## config.mk

```make
export PLATFORM = sky130hd
export DESIGN_NAME = drcMatcher
export DESIGN_NICKNAME = d
export VERILOG_FILES = /design/src/rtl/drcMatchPkg.sv /design/src/rtl/drcMatchDatapath.sv /design/src/rtl/drcMatchControl.sv /design/src/rtl/drcMatcher.sv
export SDC_FILE = /design/constraint.sdc
export NUM_CORES = 1
export LEC_CHECK = 0
export BUFFER_PORTS_ARGS = -buffer_cell sky130_fd_sc_hd__buf_4
export CORE_UTILIZATION = 35
export CTS_CLUSTER_SIZE = 28
export DETAILED_ROUTE_END_ITERATION = 10
export GPL_TIMING_DRIVEN = 0
export PLACE_DENSITY = 0.6
export SETUP_SLACK_MARGIN = 0.15
export SLEW_MARGIN = 0
export SYNTH_ARGS = -nofsm -noshare
export SYNTH_HDL_FRONTEND = slang
export SYNTH_SLANG_ARGS = --single-unit
```

## constraint.sdc

```tcl
create_clock -name clk -period 4.62 [get_ports clk]
set_input_delay 0.924 -clock clk [delete_from_list [all_inputs] [get_ports clk]]
set_output_delay 0.924 -clock clk [all_outputs]
set_load 0.02 [all_outputs]
```

## src/rtl/drcMatchPkg.sv

```systemverilog
package drcMatchPkg;
  typedef enum logic [1:0] {
    CMD_MEM_RD   = 2'd0,
    CMD_RD_LINE  = 2'd1,
    CMD_RD_MULTI = 2'd2
  } rdCmd_e;

  typedef struct packed {
    logic retire;
    logic hit;
    logic retry;
    logic enqueue;
  } matchStrobe_t;
endpackage

```

## src/rtl/drcMatchDatapath.sv

```systemverilog
module drcMatchDatapath #(
  parameter int ENTRIES = 4,
  parameter int ADDR_W  = 8,
  localparam int IDX_W  = $clog2(ENTRIES)
) (
  input  logic                     clk,
  input  logic                     rstN,
  input  logic                     aliasEn,
  input  logic                     allocValid,
  input  logic [IDX_W-1:0]         allocIdx,
  input  logic [ADDR_W-1:0]        allocAddr,
  input  drcMatchPkg::rdCmd_e      allocCmd,
  input  logic                     readyValid,
  input  logic [IDX_W-1:0]         readyIdx,
  input  logic [ADDR_W-1:0]        reqAddr,
  input  drcMatchPkg::rdCmd_e      reqCmd,
  input  drcMatchPkg::matchStrobe_t strobe,
  input  logic [IDX_W-1:0]         strobeIdx,
  output logic [ENTRIES-1:0]       matchVec,
  output logic [ENTRIES-1:0]       validVec,
  output logic [ENTRIES-1:0]       readyVec
);
  logic [ADDR_W-1:0]   addrQ [ENTRIES];
  drcMatchPkg::rdCmd_e cmdQ  [ENTRIES];

  for (genvar i = 0; i < ENTRIES; i++) begin : gSlot
    logic addrEq, cmdEq;
    assign addrEq      = (addrQ[i] == reqAddr);
    assign cmdEq       = aliasEn || (cmdQ[i] == reqCmd);
    assign matchVec[i] = validVec[i] && addrEq && cmdEq;

    always_ff @(posedge clk) begin
      if (!rstN) begin
        validVec[i] <= 1'b0;
        readyVec[i] <= 1'b0;
        addrQ[i]    <= '0;
        cmdQ[i]     <= drcMatchPkg::CMD_MEM_RD;
      end else begin
        if (strobe.retire && strobeIdx == IDX_W'(i))
          validVec[i] <= 1'b0;
        if (readyValid && readyIdx == IDX_W'(i))
          readyVec[i] <= 1'b1;
        if (allocValid && allocIdx == IDX_W'(i)) begin
          validVec[i] <= 1'b1;
          readyVec[i] <= 1'b0;
          addrQ[i]    <= allocAddr;
          cmdQ[i]     <= allocCmd;
        end
      end
    end
  end
endmodule

```

## src/rtl/drcMatchControl.sv

```systemverilog
module drcMatchControl #(
  parameter int ENTRIES = 4,
  localparam int IDX_W  = $clog2(ENTRIES)
) (
  input  logic                      reqValid,
  input  logic [ENTRIES-1:0]        matchVec,
  input  logic [ENTRIES-1:0]        readyVec,
  output drcMatchPkg::matchStrobe_t strobe,
  output logic [IDX_W-1:0]          pickIdx
);
  logic anyMatch;

  always_comb begin
    anyMatch = 1'b0;
    pickIdx  = '0;
    for (int i = ENTRIES - 1; i >= 0; i--) begin
      if (matchVec[i]) begin
        anyMatch = 1'b1;
        pickIdx  = IDX_W'(i);
      end
    end
  end

  always_comb begin
    strobe         = '0;
    strobe.hit     = reqValid && anyMatch && readyVec[pickIdx];
    strobe.retry   = reqValid && anyMatch && !readyVec[pickIdx];
    strobe.enqueue = reqValid && !anyMatch;
    strobe.retire  = strobe.hit;
  end
endmodule

```

## src/rtl/drcMatcher.sv

```systemverilog
module drcMatcher #(
  parameter int ENTRIES = 4,
  parameter int ADDR_W  = 8,
  localparam int IDX_W  = $clog2(ENTRIES)
) (
  input  logic              clk,
  input  logic              rstN,
  input  logic              aliasEn,
  input  logic              allocValid,
  input  logic [IDX_W-1:0]  allocIdx,
  input  logic [ADDR_W-1:0] allocAddr,
  input  logic [1:0]        allocCmd,
  input  logic              readyValid,
  input  logic [IDX_W-1:0]  readyIdx,
  input  logic              reqValid,
  input  logic [ADDR_W-1:0] reqAddr,
  input  logic [1:0]        reqCmd,
  output logic              respHit,
  output logic              respRetry,
  output logic              respEnqueue,
  output logic [IDX_W-1:0]  respIdx
);
  drcMatchPkg::matchStrobe_t strobe;
  logic [ENTRIES-1:0] matchVec, validVec, readyVec;

  drcMatchDatapath #(.ENTRIES(ENTRIES), .ADDR_W(ADDR_W)) uDatapath (
    .clk(clk), .rstN(rstN), .aliasEn(aliasEn),
    .allocValid(allocValid), .allocIdx(allocIdx), .allocAddr(allocAddr),
    .allocCmd(drcMatchPkg::rdCmd_e'(allocCmd)),
    .readyValid(readyValid), .readyIdx(readyIdx),
    .reqAddr(reqAddr), .reqCmd(drcMatchPkg::rdCmd_e'(reqCmd)),
    .strobe(strobe), .strobeIdx(respIdx),
    .matchVec(matchVec), .validVec(validVec), .readyVec(readyVec)
  );

  drcMatchControl #(.ENTRIES(ENTRIES)) uControl (
    .reqValid(reqValid), .matchVec(matchVec), .readyVec(readyVec),
    .strobe(strobe), .pickIdx(respIdx)
  );

  assign respHit     = strobe.hit;
  assign respRetry   = strobe.retry;
  assign respEnqueue = strobe.enqueue;
endmodule

```

==> impl_results.md <==
- HP Class: reg2reg
- Worst-margin pin slew: 832.8 ps
- Nets: 282
- Worst endpoint required time: 3700 ps
- Area added between synthesis and finish: 17.09%
- Post-Syn Nets: 246
- Number of buffers created by CTS: 5
- First-pass DRT Iterations: 7
- Critical R2R Launch: uDatapath.addrQ[3][0]$_SDFFCE_PN0P_
- Main combinational cell family by area after synthesis: simple AND/OR/NAND/NOR gates
- Pleak: between 0.001 and 0.0015 µW
- Antenna-violating nets left: 0
- # IOs: 35
- IO buf count: 27
- Clock Path Buffers: 2
- Pin count of the biggest net entering global routing: 14
- Psw: 209.5 µW
- Max-slew headroom: 44.27%
- XOR/XNOR Fraction of Synth Area: approximately 14%
- Switching Share: about 24%
- Internal power: roughly 660 µW
- Commonest cells in the netlist: and2_1, edfxtp_1, xnor2_1
- CTS tree: done
- Post-DR vias/cell: 4.724
- Reg2Reg Depth: 6
- #FFs+latches synth: 48
- Placer Congestion: 0.7820
- Register area share after synthesis: 55.01%
- Largest cells by area after synthesis: edfxtp_1, xnor2_1, and2_1, dfxtp_1, nand2_1
- GRT overflow: 0
- Clk root buf: clkbuf_8
- Start point of the worst min-delay path: uDatapath.validVec[3]$_SDFFE_PN0P_
- Crit Path Category: in2out
- Via count: 1,644
- Max-cap violations: 0
- RSZ-0062 raised after global routing: no
- Number of DRC markers in iteration 0: 81
- Clk slew on worst S/H paths: 80 ps
- Cell row count: 30
- Main synth FF type: edfxtp_1
- Fmax: 268.1 MHz
- Leading area contributor after synthesis: edfxtp_1
- Endpoints failing hold: 0
- Type of origin of the critical path: input pin
- Asr flop ratio synth: 0%
- Post-synthesis mux area share: 0%
- Hold endpoint: uDatapath.validVec[3]$_SDFFE_PN0P_
- Clock Sink Count: 48
- Initial antenna violation count: 0
- Area of the core: 0.006794 mm²
- Ys Warns: 0
- Crit. End Element: output port
- H-tree depth: 2
- Postcts setup bufs: 0
- CP arrival: 2810 ps
- Die area: 0.007411 mm²
- CTS resizes: 0
- Placed Instances: 341
- Adder-cell share of the synthesized area: 0%
- # DRC: 0
- Share of cells above drive strength 1: 17.86%
- Overall global routing resource usage: between 10% and 20%
- Comb pwr share: 13.8%
- Clock power frac: 27.0%
- Syn Inst Count: ~220
- Final worst path period need: 3731 ps
- Synth Area in Compound Gates: 4.904%
- WL final: 5366 µm
- Top cell type's share of synthesized area: 48.53%
- Final-report max-slew violation count: 0
- Power per cell area: 299.1 mW/mm²
- Worst reg2reg setup slack: 2750 ps
- Status: complete, no violations
- CP max FO: 7
- R2r endpoint: uDatapath.validVec[3]$_SDFFE_PN0P_
- First-pass GRT wire length: 8783 µm
- Die height: 86.09 µm
- Post-route insts no fill: 348
- Initial Utilization: 36.43%
- Unique masters post-synth: 34
- Worst hold path depth: 2
- Final setup vio count: 0
- Setup TNS: 0 ps
- Avg Cell Area, Syn: 11.46 µm²
- Post-Syn Area: 0.002475 mm²
- Wire length per cell: 15.42 µm
- EDFF count, synth: 40
- HPWL after DPL: approximately 4000 µm
- Clock Skew: 3.033 ps
- Clk_lat worst skew: 300 ps
- Fin crit share: 80.75%
- Post-Synth Simple-Gate Area: a little under a quarter
- Number of global-route vias before repair: roughly 1,800
- Reg power frac: 59.2%
- ANT cells: 0
- Worst IR Drop VDD: 0.0001250 V
- Chip width: approximately 86 µm
- # hold bufs at CTS: 0
[worst max path at each step]
stage | from | end | slack (ps) | cells past startpoint
floorplan | reqAddr[5] | respHit | 1250 | 7
global placement | reqAddr[5] | respHit | 880 | 8
detailed placement | reqAddr[5] | respHit | 890 | 8
CTS | reqAddr[5] | respHit | 880 | 8
global route | reqAddr[5] | respHit | 760 | 8
finish | reqAddr[7] | respHit | 890 | 8
[metrics by stage]
stage               utilization (%)  hold slack (ps)  setup slack, ps  area (µm²)  total power (µW)
finish                        42.65            481.5            889.5        2898             866.8
floorplan                         -            446.7             1248        2475             593.6
global placement              41.18            462.1            879.8        2798             640.0
detailed placement            41.51            469.7            887.4        2820             644.8
CTS                           42.65            483.5            881.9        2898             877.7
global route                  42.65            517.3            756.8        2898             906.3
[sequential cells by signal, summed over array words and instances, names as in the netlist]
register,flops
uDatapath.readyVec,4
uDatapath.addrQ,32
uDatapath.validVec,4
uDatapath.cmdQ,8
[cells in the final DEF, fill, tap and decap left out, types with 4 or more instances in the layout]
cell type,n
a21oi_1,7
xnor2_1,36
nand3_1,8
clkbuf_8,5
inv_1,6
dfxtp_1,8
nor2_1,10
buf_4,27
nand2_1,13
nand4_1,4
and2_1,40
xor2_1,4
clkbuf_1,9
edfxtp_1,40
[power groups by stage]
stage | registers, µW | logic, µW | clock network, µW
after floorplan | 521 | 73.0 | 0
after global placement | 523 | 117 | 0
after detailed placement | 523 | 121 | 0
after CTS | 513 | 122 | 242
after global routing | 516 | 133 | 258
final | 513 | 120 | 234
[area by class of cell]
cell class              count  area, µm²
plain buffers              10      40.04
clock buffers               6      72.57
clock inverters             1      5.005
fillers                   671       3896
inverters                   6      22.52
multi-input cells         152       1051
flip-flops and latches     48       1361
well taps                  96      120.1
repair buffers             29      225.2
[critical path, cell delays in order]
cell and delay (ps):
clkbuf_1 240, xnor2_1 180, nand4_1 190, nor4_2 530
or2_2 250, a21oi_1 50, o311a_1 280, buf_4 160
[cell families (layout without fill, tap and decap cells)]
kind of cell / count (synthesis) / after routing
and+or+nand+nor: 93 / 93
AOI/OAI and AO/OA: 19 / 19
buffers and inverters: 16 / 52
xor gates and xnor gates: 40 / 40
DFF: 48 / 48
[per-layer routing]
metal | track usage (%) | wire length [µm] | vias up
li1 | - | - | 814
met2 | 28.86 | 2697 | 44
met1 | 19.31 | 2320 | 774
met4 | 6.818 | 125 | 0
met3 | 2.984 | 223 | 12
met5 | 0 | 0 | -
(Power assumes the default switching activity.)
